**src/rtl/sirq_pkg.sv**
```systemverilog
package sirq_pkg;
    localparam int unsigned OFF_ACK      = 32'h040;
    localparam int unsigned OFF_MASK_SET = 32'h0C0;
    localparam int unsigned OFF_MASK_CLR = 32'h100;
    localparam int unsigned OFF_SENS_SET = 32'h180;
    localparam int unsigned OFF_SENS_CLR = 32'h1C0;
    localparam int unsigned OFF_POL_SET  = 32'h240;
    localparam int unsigned OFF_POL_CLR  = 32'h280;
    localparam int unsigned OFF_CTRL     = 32'h300;

    typedef enum logic [1:0] {
        ST_IDLE   = 2'd0,
        ST_REPLAY = 2'd1,
        ST_SETTLE = 2'd2
    } sirq_state_e;

    function automatic int unsigned line_word(input int unsigned base, input int unsigned line);
        return base + 4 * (line / 32);
    endfunction
endpackage

```
**src/rtl/sirq_detect.sv**
```systemverilog
module sirq_detect #(
    parameter int N_LINES = 40
) (
    input  logic               clk,
    input  logic               rst_n,
    input  logic [N_LINES-1:0] irq_in,
    input  logic [N_LINES-1:0] pol,
    input  logic [N_LINES-1:0] sens,
    output logic [N_LINES-1:0] norm,
    output logic [N_LINES-1:0] evt
);
    for (genvar g = 0; g < N_LINES; g++) begin : g_line
        logic meta_q, sync_q, prev_q;
        logic now_act, was_act;

        always_ff @(posedge clk) begin
            if (!rst_n) begin
                meta_q <= 1'b0;
                sync_q <= 1'b0;
                prev_q <= 1'b0;
            end else begin
                meta_q <= irq_in[g];
                sync_q <= meta_q;
                prev_q <= sync_q;
            end
        end

        always_comb begin
            now_act = pol[g] ? sync_q : ~sync_q;
            was_act = pol[g] ? prev_q : ~prev_q;
            norm[g] = now_act;
            evt[g]  = sens[g] ? now_act : (now_act & ~was_act);
        end
    end
endmodule

```
**src/rtl/sirq_regs.sv**
```systemverilog
module sirq_regs
    import sirq_pkg::*;
#(
    parameter int N_LINES = 40,
    parameter int ADDR_W  = 12
) (
    input  logic               clk,
    input  logic               rst_n,
    input  logic               bus_wr,
    input  logic [ADDR_W-1:0]  bus_addr,
    input  logic [31:0]        bus_wdata,
    input  logic [N_LINES-1:0] status,
    output logic [N_LINES-1:0] mask,
    output logic [N_LINES-1:0] sens,
    output logic [N_LINES-1:0] pol,
    output logic               en,
    output logic               edge_only,
    output logic               flush_req,
    output logic [N_LINES-1:0] ack,
    output logic [31:0]        bus_rdata
);
    function automatic logic at(input logic [ADDR_W-1:0] a, input int unsigned base,
                                input int unsigned line);
        return a == ADDR_W'(line_word(base, line));
    endfunction

    always_ff @(posedge clk) begin
        if (!rst_n) begin
            mask      <= '1;
            sens      <= '0;
            pol       <= '0;
            en        <= 1'b0;
            edge_only <= 1'b0;
        end else if (bus_wr) begin
            for (int i = 0; i < N_LINES; i++) begin
                if (bus_wdata[i[4:0]]) begin
                    if (at(bus_addr, OFF_MASK_SET, i)) mask[i] <= 1'b1;
                    if (at(bus_addr, OFF_MASK_CLR, i)) mask[i] <= 1'b0;
                    if (at(bus_addr, OFF_SENS_SET, i)) sens[i] <= 1'b1;
                    if (at(bus_addr, OFF_SENS_CLR, i)) sens[i] <= 1'b0;
                    if (at(bus_addr, OFF_POL_SET, i))  pol[i]  <= 1'b1;
                    if (at(bus_addr, OFF_POL_CLR, i))  pol[i]  <= 1'b0;
                end
            end
            if (bus_addr == ADDR_W'(OFF_CTRL)) begin
                en        <= bus_wdata[0];
                edge_only <= bus_wdata[1];
            end
        end
    end

    always_comb begin
        flush_req = bus_wr && (bus_addr == ADDR_W'(OFF_CTRL)) && bus_wdata[2];
        for (int i = 0; i < N_LINES; i++) begin
            ack[i] = bus_wr && at(bus_addr, OFF_ACK, i) && bus_wdata[i[4:0]];
        end
    end

    always_comb begin
        bus_rdata = '0;
        if (bus_addr == ADDR_W'(OFF_CTRL)) bus_rdata[1:0] = {edge_only, en};
        for (int i = 0; i < N_LINES; i++) begin
            if (at(bus_addr, OFF_MASK_SET, i) || at(bus_addr, OFF_MASK_CLR, i))
                bus_rdata[i[4:0]] = mask[i];
            if (at(bus_addr, OFF_SENS_SET, i) || at(bus_addr, OFF_SENS_CLR, i))
                bus_rdata[i[4:0]] = sens[i];
            if (at(bus_addr, OFF_POL_SET, i) || at(bus_addr, OFF_POL_CLR, i))
                bus_rdata[i[4:0]] = pol[i];
            if (at(bus_addr, OFF_ACK, i))
                bus_rdata[i[4:0]] = status[i];
        end
    end
endmodule

```
**src/rtl/sirq_flush_fsm.sv**
```systemverilog
module sirq_flush_fsm
    import sirq_pkg::*;
(
    input  logic clk,
    input  logic rst_n,
    input  logic flush_req,
    output logic replaying,
    output logic busy
);
    sirq_state_e state_q, state_d;

    always_ff @(posedge clk) begin
        if (!rst_n) state_q <= ST_IDLE;
        else        state_q <= state_d;
    end

    always_comb begin
        state_d = state_q;
        unique case (state_q)
            ST_IDLE:   if (flush_req) state_d = ST_REPLAY;
            ST_REPLAY: state_d = ST_SETTLE;
            ST_SETTLE: state_d = ST_IDLE;
            default:   state_d = ST_IDLE;
        endcase
    end

    always_comb begin
        replaying = (state_q == ST_REPLAY);
        busy      = (state_q != ST_IDLE);
    end
endmodule

```
**src/rtl/sleep_irq_recorder.sv**
```systemverilog
module sleep_irq_recorder #(
    parameter int N_LINES = 40,
    parameter int ADDR_W  = 12
) (
    input  logic               clk,
    input  logic               rst_n,
    input  logic               bus_wr,
    input  logic [ADDR_W-1:0]  bus_addr,
    input  logic [31:0]        bus_wdata,
    output logic [31:0]        bus_rdata,
    input  logic [N_LINES-1:0] irq_in,
    output logic [N_LINES-1:0] irq_out
);
    logic [N_LINES-1:0] mask, sens, pol, ack, norm, evt, status, keep_off, rec;
    logic en, edge_only, flush_req, replaying, busy;

    sirq_detect #(.N_LINES(N_LINES)) u_detect (
        .clk(clk), .rst_n(rst_n), .irq_in(irq_in), .pol(pol), .sens(sens),
        .norm(norm), .evt(evt)
    );

    sirq_regs #(.N_LINES(N_LINES), .ADDR_W(ADDR_W)) u_regs (
        .clk(clk), .rst_n(rst_n), .bus_wr(bus_wr), .bus_addr(bus_addr),
        .bus_wdata(bus_wdata), .status(status), .mask(mask), .sens(sens),
        .pol(pol), .en(en), .edge_only(edge_only), .flush_req(flush_req),
        .ack(ack), .bus_rdata(bus_rdata)
    );

    sirq_flush_fsm u_fsm (
        .clk(clk), .rst_n(rst_n), .flush_req(flush_req),
        .replaying(replaying), .busy(busy)
    );

    always_comb begin
        rec      = evt & ~({N_LINES{en & edge_only}} & sens);
        keep_off = ack | (replaying ? ~mask : '0);
    end

    always_ff @(posedge clk) begin
        if (!rst_n) status <= '0;
        else        status <= (status & ~keep_off) | rec;
    end

    always_comb begin
        if (replaying)          irq_out = status & ~mask;
        else if (!busy && !en)  irq_out = norm;
        else                    irq_out = '0;
    end
endmodule

```
**config.mk**
```make
export PLATFORM = sky130hd
export DESIGN_NAME = sleep_irq_recorder
export DESIGN_NICKNAME = d
export VERILOG_FILES = /design/src/rtl/sirq_pkg.sv /design/src/rtl/sirq_detect.sv /design/src/rtl/sirq_regs.sv /design/src/rtl/sirq_flush_fsm.sv /design/src/rtl/sleep_irq_recorder.sv
export SDC_FILE = /design/constraint.sdc
export NUM_CORES = 1
export LEC_CHECK = 0
export BUFFER_PORTS_ARGS = -buffer_cell sky130_fd_sc_hd__buf_4
export CELL_PAD_IN_SITES_DETAIL_PLACEMENT = 1
export CELL_PAD_IN_SITES_GLOBAL_PLACEMENT = 1
export CORE_ASPECT_RATIO = 1.4
export CORE_MARGIN = 4
export CORE_UTILIZATION = 40
export CTS_CLUSTER_DIAMETER = 200
export DETAILED_ROUTE_END_ITERATION = 7
export PLACE_DENSITY_LB_ADDON = 0.1
export SYNTH_ARGS = -nofsm -noshare
export SYNTH_HDL_FRONTEND = slang
export SYNTH_SLANG_ARGS = --single-unit
```
**constraint.sdc**
```tcl
create_clock -name clk -period 2.9 [get_ports clk]
set_input_delay 0.29 -clock clk [delete_from_list [all_inputs] [get_ports clk]]
set_output_delay 0.29 -clock clk [all_outputs]
set_load 0.02 [all_outputs]
```
After elaboration in Yosys (flattened, before gate mapping)
Cells that the tools add are included.
{ "word_totals": {"regBits": 284, "input_bits": 87, "out_inout_bits": 72, "word_cells": 911} }
{ "op_classes": {"eq_ne": 17, "n_mux": 298, "n_bitwise": 170, "n_reduce_logical": 182} }
{ "ops": {"columns": ["op", "count"], "rows": [
  ["3-bit AND reduction", 120],
  ["1-bit 2-to-1 mux", 292],
  ["40-bit bitwise AND", 4],
  ["40-bit 2-to-1 mux", 3],
  ["1-bit NOT", 120],
  ["40-bit NOT", 3],
  ["40-bit bitwise OR", 2],
  ["12-bit by 9-bit == test with 1-bit output, second input constant", 6],
  ["12-bit by 10-bit == test with 1-bit output, second input constant", 5],
  ["1-bit logical AND", 45],
  ["1-bit bitwise AND", 41],
  ["12-bit by 7-bit == test with 1-bit output, second input constant", 2],
  ["12-bit by 8-bit == test with 1-bit output, second input constant", 2],
  ["2-bit nonzero test", 7],
  ["1-bit logical OR", 6],
  ["2-bit 2-to-1 mux", 2],
  ["2-bit case mux with 2 select lines", 1],
  ["2-bit by 1-bit == test with 1-bit output, second input constant", 1],
  ["1-bit zero test", 2],
  ["2-bit zero test", 1],
  ["2-bit != test, second input constant", 1],
  ["2-bit AND reduction", 1]
]} }

Longest topological paths before layout
Gate-level depths: netlist of run 1.
{ "logic_depth": {"ltp_word": 10, "mapped_depth": 9, "mapped_depth_nobuf": 6} }

Modules after synthesis
A second synthesis of run 1 with hierarchy kept.
{ "unflattened": {"hier_cells": 1498, "area_unflattened_um2": 13541.7} }
{ "modules_own_cells": {"columns": ["module", "instances", "cells_per_inst", "area_per_inst_um2", "seq_area_each_um2"], "rows": [
  ["sirq_regs", 1, 692, 5938.2, 2442.3],
  ["sirq_detect", 1, 493, 4825.9, 2402.3],
  ["sleep_irq_recorder", 1, 307, 2700.1, 800.8],
  ["sirq_flush_fsm", 1, 6, 77.6, 40.0]
]} }

Worst setup path before layout of run 1
OpenSTA, ideal clock, no wires.
{ "synth_timing": {"kind": "in2out", "from": "input bus_addr[7]", "to": "output bus_rdata[4]", "arrival_ns": 2.313, "required_time_ns": 2.610, "setup_slack_ns": 0.297, "cell_stages": 8, "path_buffers": 2, "path_cell_list": "clkbuf_1 -> and3b_1 -> and2_1 -> clkbuf_1 -> a21oi_1 -> o32ai_1 -> a221oi_1 -> o41ai_1"} }
{ "synth_between": {"elab_chain_cells": 10} }
{ "synth_rtl": {"columns": ["element", "line", "text"], "rows": [
  ["start: declaration", "sleep_irq_recorder.sv:8", "input logic [ADDR_W-1:0] bus_addr,"],
  ["12-bit by 8-bit == test with 1-bit output or 12-bit by 9-bit == test with 1-bit output (tied branches)", "sirq_regs.sv:24", "return a == ADDR_W'(line_word(base, line));"],
  ["1-bit logical OR", "sirq_regs.sv:63", "if (at(bus_addr, OFF_MASK_SET, i) || at(bus_addr, OFF_MASK_CLR, i))"],
  ["1-bit 2-to-1 mux", "sirq_regs.sv:63", null],
  ["1-bit 2-to-1 mux", "sirq_regs.sv:65", "if (at(bus_addr, OFF_SENS_SET, i) || at(bus_addr, OFF_SENS_CLR, i))"],
  ["1-bit 2-to-1 mux", "sirq_regs.sv:67", "if (at(bus_addr, OFF_POL_SET, i) || at(bus_addr, OFF_POL_CLR, i))"],
  ["1-bit 2-to-1 mux", "sirq_regs.sv:69", "if (at(bus_addr, OFF_ACK, i))"],
  ["1-bit 2-to-1 mux", "sirq_regs.sv:63", null],
  ["1-bit 2-to-1 mux", "sirq_regs.sv:65", null],
  ["1-bit 2-to-1 mux", "sirq_regs.sv:67", null],
  ["1-bit 2-to-1 mux *", "sirq_regs.sv:69", null],
  ["end: declaration", "sleep_irq_recorder.sv:10", "output logic [31:0] bus_rdata,"]
]} }
Mark *: on every way between the ends. The rest lies on a longest branch, timed or not.

Worst setup path after layout of run 1
{ "layout_timing": {"from": "input bus_addr[8]", "to": "output bus_rdata[3]"} }
Same word-level chain as after synthesis.

==> reports/metrics.yaml, run 1 <==
power_and_ir_drop:
  pwr-share-clk_pct: 46.9
  p_int_mw: 6.731
  powerDensity_nw_per_um2: 542.1
  p_leak_nw: 6.218
  total_power_mw: 8.735
  ir_worst_vdd_v: 0.0003718
  switching_power_mw: 2.004
  seqPwrFrac_pct: 46.2
  combPwrFrac_pct: 6.9
  swShare_pct: 22.95
clock_tree:
  post_cts_buffers: 0
  cts_max_level: 1
  clockBufferDepth: 3
  cts_tree: "done"
  clk_pin_slew_worst_paths_ns: 0.06
  cts_buffers: 31
  numClockSinks: 284
  cts_root_buf: "clkbuf_16"
  clock_latency_ns: 0.56
outcome:
  violations: "DRC"
  status: "finished, violations left"
sta:
  finalHoldViolCount: 0
  clock.fmax_ghz: 0.3536
  fin_crit_sh_pct: 97.51
  drv_slew: 0
  fin_skew_ns: 0.007420
  min_period_ns: 2.828
  grt_setup_unrepaired: "no"
  finalSetupViolations: 0
  slew_headroom_pct: 51.49
  finalWorstSetupSlack_ns: 0.07210
  tightest_slew_ns: 0.7276
drt:
  vias_per_cell: 5.923
  postRouteAntennaNets: 0
  route.detailed.drc: 1
  wl_um: 45010
  vias: 12291
  drtIter0Drc: 707
  firstDrtPassIters: 8
  wl_per_cell_um: 21.69
floorplanning:
  die-area_um2: 34520
  ios: 159
  fp.dieH_um: 218.2
  num_rows: 76
  die_w_um: 158.2
  initial_core_util_pct: 40.74
  core_um2: 31000
placed_design:
  dp.cells: 1958
  gp_congestion: 0.8655
  dpl.hpwl_um: 30340
  dpl_worst_slack_ns: -0.03702
  io_buffers: 158
  dpl_cell_area_um2: 14440
layout:
  drive_above_1_share_pct: 18.69
  fin_area_um2: 16110
  fin_cells: 2075
  syn2layout_area_growth_pct: 27.60
  fin_nets: 1750
  num_antenna_cells: 0
critical_path:
  crit_required_ns: 2.61
  crit_top_cell: "buf_4"
  cp_slowest_cell: "or4b_1"
  critPathLaunchType: "input port"
  timing.rr.end: "status[37]$_SDFF_PN0_"
  crit_chain: "buf_4, or4b_1, or2_1, o21ai_0, a21oi_1, a2111oi_1, buf_4, a221oi_1, buf_4"
  critPathMaxStageDelay_ns: 0.62
  path_class: "in -> out"
  rrSetupSlack_ns: 1.09
  path_depth: 9
  startpoint: "bus_addr[8]"
  path_max_fanout: 7
  cp-end-kind: "output port"
  worstPathArrival_ns: 2.54
  cp_num_buf_inv: 3
  crit_family: "simple AND/OR/NAND/NOR gates"
  r2r_cells: 5
  crit_path_end: "bus_rdata[3]"
  r2r_start: "u_fsm.state_q[1]$_SDFFE_PN0P_"
logic_synthesis:
  yosys_warnings: 0
  synth_seq_cells: 284
  synth_edf_count: 0
  yosysSeqAreaShare_pct: 45.02
  synthCells: 1462
  synthArstFlopShare_pct: 0
  synth_nets: 1549
  avgSynthCellArea_um2: 8.638
  synth_cell_types: 55
  synthFlopType: "dfxtp_1"
  syn_area_um2: 12630
grt:
  grt_usage_pct: 25.54
  grt_max_degree: 72
  grt_pass1_vias: 12803
  overflow: 0
  grt_pass1_wl_um: 70560
  antenna_found_initial: 0
hold_path:
  min_path_type: "in -> reg"
job:
  drv_cap: 0
==> cells in the mapped netlist, drive strengths merged (4+ instances only) <==
library cell  instances  area share (%)
clkbuf               80             2.4
a21oi               167             6.6
a21o                  4            0.24
buf                  34             1.7
nand2               179             5.3
a221oi                5            0.35
a211oi               43             2.6
o21ai                57             2.3
a22o                 43             3.0
and3                  9            0.45
a221o                42             3.3
nor2                110             3.3
a311oi               41             2.8
a222oi               25             2.0
nand3                16            0.63
o21a                 41             2.4
dfxtp               284              45
and2                124             6.1
mux2i                33             2.6
or2                  34             1.7
nor3                  8            0.32
xnor2                10            0.69
o22ai                36             1.8
==> timing repair <==
item / 4_1_cts / 5_1_grt
endpoints found under the hold margin: 97 / 0
endpoints found under the setup margin: 2 / 1
gates resized for setup: 2 / 1
hold buffers: 62 / 0
cloned: 0 / 0
==> worst min-delay path by stage <==
stage,start,endpoint,slack (ns),cells past startpoint
2_1_floorplan,bus_wdata[10],u_regs.pol[10]$_SDFFE_PN0P_,0.39,1
3_3_place_gp,u_detect.g_line[37].meta_q$_SDFF_PN0_,u_detect.g_line[37].sync_q$_SDFF_PN0_,0.41,1
3_5_place_dp,u_detect.g_line[5].meta_q$_SDFF_PN0_,u_detect.g_line[5].sync_q$_SDFF_PN0_,0.42,1
4_1_cts,irq_in[0],u_detect.g_line[0].meta_q$_SDFF_PN0_,0.005,2
5_1_grt,irq_in[29],u_detect.g_line[29].meta_q$_SDFF_PN0_,0.01,2
6_report,irq_in[0],u_detect.g_line[0].meta_q$_SDFF_PN0_,0.05,2
==> area by class of cell <==
class                      count  area [um2]
inverter                       3       12.51
fill                        3551       14890
clock inverter                14       175.2
sequential                   284        5685
tap                          390       488.0
timing repair buffer         282        2422
clock buffer                  41       873.3
multi-input combinational   1061        6457
==> power by group through the flow <==
stage / logic (mW) / clock network [mW] / registers [mW]
3_5_place_dp: 0.533 / 0 / 4.12
6_report: 0.601 / 4.10 / 4.04
3_3_place_gp: 0.522 / 0 / 4.12
4_1_cts: 0.603 / 4.18 / 4.04
2_1_floorplan: 0.273 / 0 / 4.10
5_1_grt: 0.652 / 4.35 / 4.04
==> per-layer routing <==
layer	up-vias	track usage [%]	wire length [um]
li1	5762	-	-
met1	6086	29.11	17670
met2	348	47.48	23620
met3	95	3.269	2087
met4	0	10.10	1639
met5	-	0	0
==> cell families after synthesis <==
| kind of cell | Yosys count | synth area share, % |
|---|---|---|
| AOI/OAI and AO/OA | 521 | 28.49 |
| and+or+nand+nor | 497 | 19.05 |
| DFF | 284 | 45.02 |
| buffers and inverters | 117 | 4.132 |
| muxes | 33 | 2.616 |
| xor gates and xnor gates | 10 | 0.6935 |
==> state kept, by name (all words and copies together), names as in the netlist, 2 cells and up <==
name and count:
status 40, u_detect.g_line.meta_q 40, u_detect.g_line.prev_q 40, u_detect.g_line.sync_q 40
u_fsm.state_q 2, u_regs.mask 40, u_regs.pol 40, u_regs.sens 40
==> per-stage QoR <==
step                      setup TNS [ns]  hold WS, ns  utilization [%]
after global routing                   0      0.01057            51.98
after detailed placement        -0.06007       0.4203            46.57
after CTS                              0     0.004693            51.97
after global placement          -0.04664       0.4124            46.57
final                                  0      0.04833            51.98
after floorplan                        0       0.3866                -
==> layout by cell type, fill, tap and decap left out, types with 42 or more instances in the layout <==
| cell type | n |
|---|---|
| dfxtp_1 | 284 |
| nor2_1 | 105 |
| nand2_1 | 178 |
| a211oi_1 | 43 |
| and2_1 | 124 |
| o21ai_0 | 56 |
| a22o_1 | 43 |
| a221o_1 | 42 |
| a21oi_1 | 167 |
| dlygate4sd3_1 | 62 |
| buf_4 | 208 |
No activity file was read; power rests on OpenSTA's default activity.
==> run 2, diff against run 1 <==
ABC_AREA = 0   (was unset)
SETUP_SLACK_MARGIN = 0.2   (was unset)
==> run 2 against run 1 <==
  * The flow now finishes without violations
  * Count of clock-buffer cells in the layout is the same
  * Non-clock buffer count rose by 2
  * Sequential power hardly changed
  * Routed wire length rose by 0.40%
  * Global-route usage about the same
  * Critical path depth did not move
  * Via count is essentially flat
  * Combinational power rose by 0.7%
  * Register-to-register slack about the same
  * Largest cell class unchanged
==> reports/metrics.yaml, run 2 (same netlist as run 1, synthesis figures left out) <==
placed_design:
  dpl.hpwl_um: 30340  # unchanged
  io_buffers: 158  # unchanged
  dpl_cell_area_um2: 14440  # unchanged
  gp_congestion: 0.8655  # unchanged
layout:
  seqCellArea_um2: 5685  # unchanged
  post-route-util_pct: 52.21  # +0.23 points
  drive_above_1_share_pct: 19.50  # +0.81 points
  num_antenna_cells: 0  # unchanged
  fin_nets: 1752  # +0.11%
  final_cell_mix: "dfxtp_1 (284), buf_4 (208), nand2_1 (178), a21oi_1 (167), and2_1 (124)"
  syn2layout_area_growth_pct: 28.16
  num-fill-cells: 3543  # -0.23%
  mostFrequentLayoutCell: "dfxtp_1"
  fin_area_um2: 16180  # +0.44%
  multi_input_area_um2: 6505  # +0.74%
drt:
  postRouteAntennaNets: 0  # unchanged
  wl_per_cell_um: 21.76  # +0.31%
  vias_per_cell: 5.916  # -0.13%
  route.detailed.drc: 0  # -1
  wl_um: 45200  # +0.40%
  firstDrtPassIters: 7  # -1
  vias: 12287  # -0.033%
  drtIter0Drc: 722  # +2.1%
power_and_ir_drop:
  powerDensity_nw_per_um2: 540.2  # -0.35%
  combPwrFrac_pct: 6.9  # about the same
  p_int_mw: 6.732  # about the same
  switching_power_mw: 2.011  # +0.31%
  swShare_pct: 23.00  # +0.053 points
  seqPwrFrac_pct: 46.2  # about the same
  ir_worst_vdd_v: 0.0003792  # +2.0%
  p_leak_nw: 6.247  # +0.47%
  pwr-share-clk_pct: 46.9  # about the same
floorplanning:
  die_w_um: 158.2  # unchanged
  die-area_um2: 34520  # unchanged
  fp.dieH_um: 218.2  # unchanged
  ios: 159  # unchanged
  core_um2: 31000  # unchanged
  initial_core_util_pct: 40.74  # unchanged
  num_rows: 76  # unchanged
clock_tree:
  cts_max_level: 1  # unchanged
  cts_buffers: 31  # unchanged
  cts_root_buf: "clkbuf_16"
  clock_latency_ns: 0.56  # about the same
  cts_tree: "done"
  clk_pin_slew_worst_paths_ns: 0.06  # about the same
  clockBufferDepth: 3  # unchanged
  numClockSinks: 284  # unchanged
hold_path:
  min_from: "irq_in[0]"
  min_path_type: "in -> reg"
critical_path:
  r2r_start: "u_regs.en$_SDFFE_PN0P_"
  critPathMaxStageDelay_ns: 0.58  # -0.04 ns
  cp_slowest_cell: "or4b_4"
  timing.rr.end: "status[16]$_SDFF_PN0_"
  startpoint: "bus_addr[8]"
  critPathLaunchType: "input port"
  crit_path_end: "bus_rdata[7]"
  crit_required_ns: 2.61  # about the same
  worstPathArrival_ns: 2.35  # -0.19 ns
  r2r_cells: 5  # unchanged
  crit_chain: "buf_4, or4b_4, or2_4, o21ai_0, a22oi_1, a2111oi_2, buf_4, o31ai_1, buf_4"
  crit_top_cell: "buf_4"
  cp-end-kind: "output port"
  path_class: "in -> out"
  path_max_fanout: 7  # unchanged
  rrSetupSlack_ns: 1.09  # about the same
sta:
  min_period_ns: 2.642  # -0.1854 ns
  grt_setup_unrepaired: "yes"
  tightest_slew_ns: 0.5940  # -0.1336 ns
  finalSetupViolations: 0  # unchanged
  fin_skew_ns: 0.008698  # +0.001278 ns
  fin_crit_sh_pct: 91.12  # -6.4 points
  slew_headroom_pct: 60.26  # +8.8 points
  finalHoldViolCount: 0  # unchanged
  fin_setup_tns_ns: 0  # unchanged
  clock.fmax_ghz: 0.3784  # +7.0%
  drv_slew: 0  # unchanged
grt:
  grt_max_degree: 72  # unchanged
  grt_pass1_wl_um: 70660  # +0.15%
  grt_pass1_vias: 12821  # +0.14%
  antenna_found_initial: 0  # unchanged
  overflow: 0  # unchanged
  grt_usage_pct: 25.59  # +0.041 points
outcome:
  status: "complete, no violations"
job:
  drv_cap: 0  # unchanged
## run 2: worst min path at each step
stage,endpoint,depth (start not counted)
finish,u_detect.g_line[0].meta_q$_SDFF_PN0_,2
global route,u_detect.g_line[29].meta_q$_SDFF_PN0_,2
CTS,u_detect.g_line[0].meta_q$_SDFF_PN0_,2
detailed placement,u_detect.g_line[5].sync_q$_SDFF_PN0_,1
global placement,u_detect.g_line[37].sync_q$_SDFF_PN0_,1
floorplan,u_regs.pol[10]$_SDFFE_PN0P_,1
## run 2: worst max-delay path, delay by kind of cell
kind                   cells  cell delay (ns)
AOI/OAI and AO/OA          4             0.72
buffers and inverters      3             0.46
and+or+nand+nor            2             0.87
## run 2: layout make-up
type                    count  share of cell area [%]
clock buffers              41                   5.396
flip-flops and latches    284                   35.13
clock inverters            14                   1.082
inverters                   3                 0.07731
multi-input cells        1061                   40.19
repair buffers            284                   15.11
well taps                 390                   3.015
## run 2: power by group through the flow
stage / Combinational (mW) / Clock (mW) / Sequential, mW
after detailed placement: 0.533 / 0 / 4.12
after global routing: 0.654 / 4.35 / 4.04
after global placement: 0.522 / 0 / 4.12
final: 0.605 / 4.10 / 4.04
after floorplan: 0.273 / 0 / 4.10
after CTS: 0.605 / 4.18 / 4.04
## run 2: per-layer routing
metal	global-route usage, %	vias up	share of wire, %
met5	0	-	0
met4	10.21	0	3.5
met3	3.407	97	4.6
met2	47.33	328	52
met1	29.23	6097	39
li1	-	5765	-
## run 2: what timing repair did
item | in CTS | in global routing
hold buffers | 62 | 0
endpoints found under the hold margin | 97 | 0
setup endpoints to repair | 32 | 7
pin swaps | 1 | 1
resized for setup | 14 | 4
buffers inserted | 2 | 0
## run 2: metrics by stage
stage               setup slack (ns)  cells  power (mW)  hold slack (ns)
global route                  0.1915   2077       9.049          0.01057
finish                        0.2575   2077       8.742          0.04868
floorplan                     0.2967   1462       4.377           0.3866
CTS                           0.2376   2077       8.820         0.004693
global placement            -0.03856   1958       4.642           0.4124
detailed placement          -0.03702   1958       4.655           0.4203
==> run 3, diff against run 2 <==
SYNTH_HIERARCHICAL = 1   (was unset)
==> run 3 against run 2 <==
  * Sequential power is essentially flat
  * Global-route usage shrank 1.2 points
  * Die area up 6.9%
  * Routed wire length increased by 2.7%
  * Synthesized area is 7.2% higher
  * Hold slack got worse by 0.0026 ns
  * Cell count rose by 1.4%
  * Critical path type is now reg -> out
  * Critical endpoint is now irq_out[19]
  * Highest routed layer is now met5
==> reports/metrics.yaml, run 3 <==
placed_design:
  gp_congestion: 0.8466  # -2.2%
  io_buffers: 158  # unchanged
  dpl.hpwl_um: 29890  # -1.5%
  dpl_cell_area_um2: 14840  # +2.8%
job:
  drv_cap: 0  # unchanged
logic_synthesis:
  avgSynthCellArea_um2: 9.040  # +4.7%
  synthFlopType: "dfxtp_1"
  synth_seq_cells: 284  # unchanged
  synth_top_area_share_pct: 41.98  # -3.0 points
  yosys_warnings: 6  # +6
  syn_area_um2: 13540  # +7.2%
  synthCells: 1498  # +2.5%
  synth_cell_types: 60  # +9.1%
  synth.most_common_cell: "dfxtp_1"
  synthTopCellsByCount: "dfxtp_1 (284), and2_1 (121), nand2_1 (117)"
  synth_nets: 1585  # +2.3%
  synth_edf_count: 0  # unchanged
  synthArstFlopShare_pct: 0  # unchanged
  yosysSeqAreaShare_pct: 41.98  # -3.0 points
  yosys.area.top_type: "dfxtp_1"
  synth_area_leaders: "dfxtp_1 (42%), and2_1 (5.6%), a21oi_1 (3.4%)"
critical_path:
  crit_path_end: "irq_out[19]"
  critPathLaunchType: "flop"
  rrSetupSlack_ns: 1.09  # about the same
  timing.rr.end: "status[6]$_SDFF_PN0_"
  r2r_start: "u_regs/en$_SDFFE_PN0P_"
  path_max_fanout: 19  # +12
  cp-end-kind: "output port"
  startpoint: "u_fsm/state_q[1]$_SDFFE_PN0P_"
  crit_required_ns: 2.61  # about the same
  r2r_cells: 3  # -2
  worstPathArrival_ns: 2.34  # about the same
  path_class: "reg -> out"
sta:
  fin_crit_sh_pct: 90.77  # -0.35 points
  finalHoldViolCount: 0  # unchanged
  tightest_slew_ns: 1.131  # +0.5372 ns
  fin_setup_tns_ns: 0  # unchanged
  fin_skew_ns: 0.01780  # +0.009101 ns
  slew_headroom_pct: 24.58  # -36 points
  drv_slew: 0  # unchanged
  clock.fmax_ghz: 0.3799  # +0.38%
  finalSetupViolations: 0  # unchanged
  min_period_ns: 2.632  # -0.01006 ns
  grt_setup_unrepaired: "yes"
layout:
  drive_above_1_share_pct: 16.43  # -3.1 points
  num-fill-cells: 3863  # +9.0%
  fin_nets: 1727  # -1.4%
  syn2layout_area_growth_pct: 21.69
  final_cell_mix: "dfxtp_1 (282), buf_4 (186), and2_1 (121), nand2_1 (117), a21oi_1 (92)"
  multi_input_area_um2: 6905  # +6.2%
  mostFrequentLayoutCell: "dfxtp_1"
  fin_area_um2: 16480  # +1.8%
  seqCellArea_um2: 5688  # about the same
  num_antenna_cells: 0  # unchanged
floorplanning:
  die-area_um2: 36900  # +6.9%
  fp.dieH_um: 225.7  # +3.4%
  ios: 159  # unchanged
  num_rows: 79  # +3.9%
  die_w_um: 163.5  # +3.4%
  initial_core_util_pct: 40.65  # -0.084 points
  core_um2: 33310  # +7.5%
drt:
  route.detailed.drc: 0  # unchanged
  wl_per_cell_um: 22.03  # +1.2%
  drtIter0Drc: 723  # +0.14%
  postRouteAntennaNets: 0  # unchanged
  wl_um: 46410  # +2.7%
  vias: 12228  # -0.48%
  firstDrtPassIters: 6  # -1
  vias_per_cell: 5.804  # -1.9%
power_and_ir_drop:
  powerDensity_nw_per_um2: 513.8  # -4.9%
  swShare_pct: 23.72  # +0.72 points
  switching_power_mw: 2.008  # -0.14%
  pwr-share-clk_pct: 45.0  # -1.9 points
  p_int_mw: 6.458  # -4.1%
  p_leak_nw: 6.146  # -1.6%
  seqPwrFrac_pct: 47.8  # +1.6 points
  combPwrFrac_pct: 7.2  # +0.3 points
  ir_worst_vdd_v: 0.0004100  # +8.1%
clock_tree:
  cts_max_level: 1  # unchanged
  clock_latency_ns: 0.57  # about the same
  post_cts_buffers: 0  # -2
  cts_buffers: 31  # unchanged
  numClockSinks: 284  # unchanged
  cts_root_buf: "clkbuf_16"
  clockBufferDepth: 3  # unchanged
  clk_pin_slew_worst_paths_ns: 0.06  # about the same
  cts_tree: "done"
outcome:
  status: "complete, no violations"
grt:
  overflow: 0  # unchanged
  antenna_found_initial: 1  # +1
  grt_max_degree: 98  # +36%
  grt_pass1_vias: 12509  # -2.4%
  grt_usage_pct: 24.36  # -1.2 points
  grt_pass1_wl_um: 71640  # +1.4%
hold_path:
  min_path_type: "in -> reg"
  min_path_cells: 2  # unchanged
[run 3: cell type report]
class                      count  share of cell area, %
multi-input combinational   1019                  41.91
sequential                   284                  34.52
timing repair buffer         259                  13.32
clock buffer                  45                  5.330
tap                          445                  3.379
inverter                      45                  1.033
clock inverter                10                 0.5163
[run 3: critical path, cell delays in order, from the launching register on]
cell and delay, ns:
dfxtp_1 0.38, and2b_4 0.33, nor3_4 0.24, buf_4 0.39
o2bb2ai_1 0.23, buf_4 0.20
[run 3: how the worst min path moves through the flow]
stage / startpoint / end / slack (ns)
3_3_place_gp: u_detect/g_line[24].meta_q$_SDFF_PN0_ / u_detect/g_line[24].sync_q$_SDFF_PN0_ / 0.41
2_1_floorplan: bus_wdata[10] / u_regs/pol[10]$_SDFFE_PN0P_ / 0.39
5_1_grt: bus_wdata[2] / u_regs/pol[34]$_SDFFE_PN0P_ / 0.04
6_report: bus_wdata[7] / u_regs/pol[39]$_SDFFE_PN0P_ / 0.05
3_5_place_dp: u_detect/g_line[9].meta_q$_SDFF_PN0_ / u_detect/g_line[9].sync_q$_SDFF_PN0_ / 0.42
4_1_cts: bus_wdata[2] / u_regs/pol[34]$_SDFFE_PN0P_ / 0.03
[run 3: logic make-up (layout without fill, tap and decap cells)]
logic type	count (synthesis)	in the layout	synth area share, %
buffers and inverters	196	359	7.530
DFF	284	284	41.98
muxes	1	1	0.08315
xor gates and xnor gates	41	41	2.652
AOI/OAI and AO/OA	470	470	26.39
and+or+nand+nor	506	507	21.36
[run 3: layer usage]
| metal | wire length, um | global-route usage, % | vias to the layer above |
|---|---|---|---|
| met1 | 18660 | 29.03 | 6066 |
| met4 | 1608 | 8.636 | 2 |
| met5 | 13 | 0 | - |
| met2 | 23900 | 44.80 | 323 |
| li1 | - | - | 5750 |
| met3 | 2229 | 2.994 | 87 |
[run 3: through the flow]
| stage | setup WS (ns) | hold WS (ns) | power (mW) | std cells | util [%] |
|---|---|---|---|---|---|
| floorplan | 0.6771 | 0.3866 | 4.427 | 1498 | - |
| global placement | 0.2152 | 0.4140 | 4.654 | 1987 | 44.54 |
| detailed placement | 0.1694 | 0.4208 | 4.671 | 1987 | 44.54 |
| CTS | 0.2176 | 0.02594 | 8.557 | 2106 | 49.38 |
| global route | 0.1636 | 0.04322 | 8.758 | 2107 | 49.47 |
| finish | 0.2676 | 0.04609 | 8.466 | 2107 | 49.47 |
[run 3: power groups by stage]
stage,registers [mW],clock network [mW],logic (mW)
global placement,4.13,0,0.527
global route,4.05,4.05,0.659
floorplan,4.11,0,0.317
detailed placement,4.13,0,0.539
CTS,4.05,3.90,0.611
finish,4.05,3.81,0.608
[run 3: timing repair]
action / CTS / global route
hold buffers: 64 / 0
endpoints found under the hold margin: 94 / 0
gates resized for setup: 3 / 6
setup endpoints to repair: 41 / 16
cloned: 0 / 1
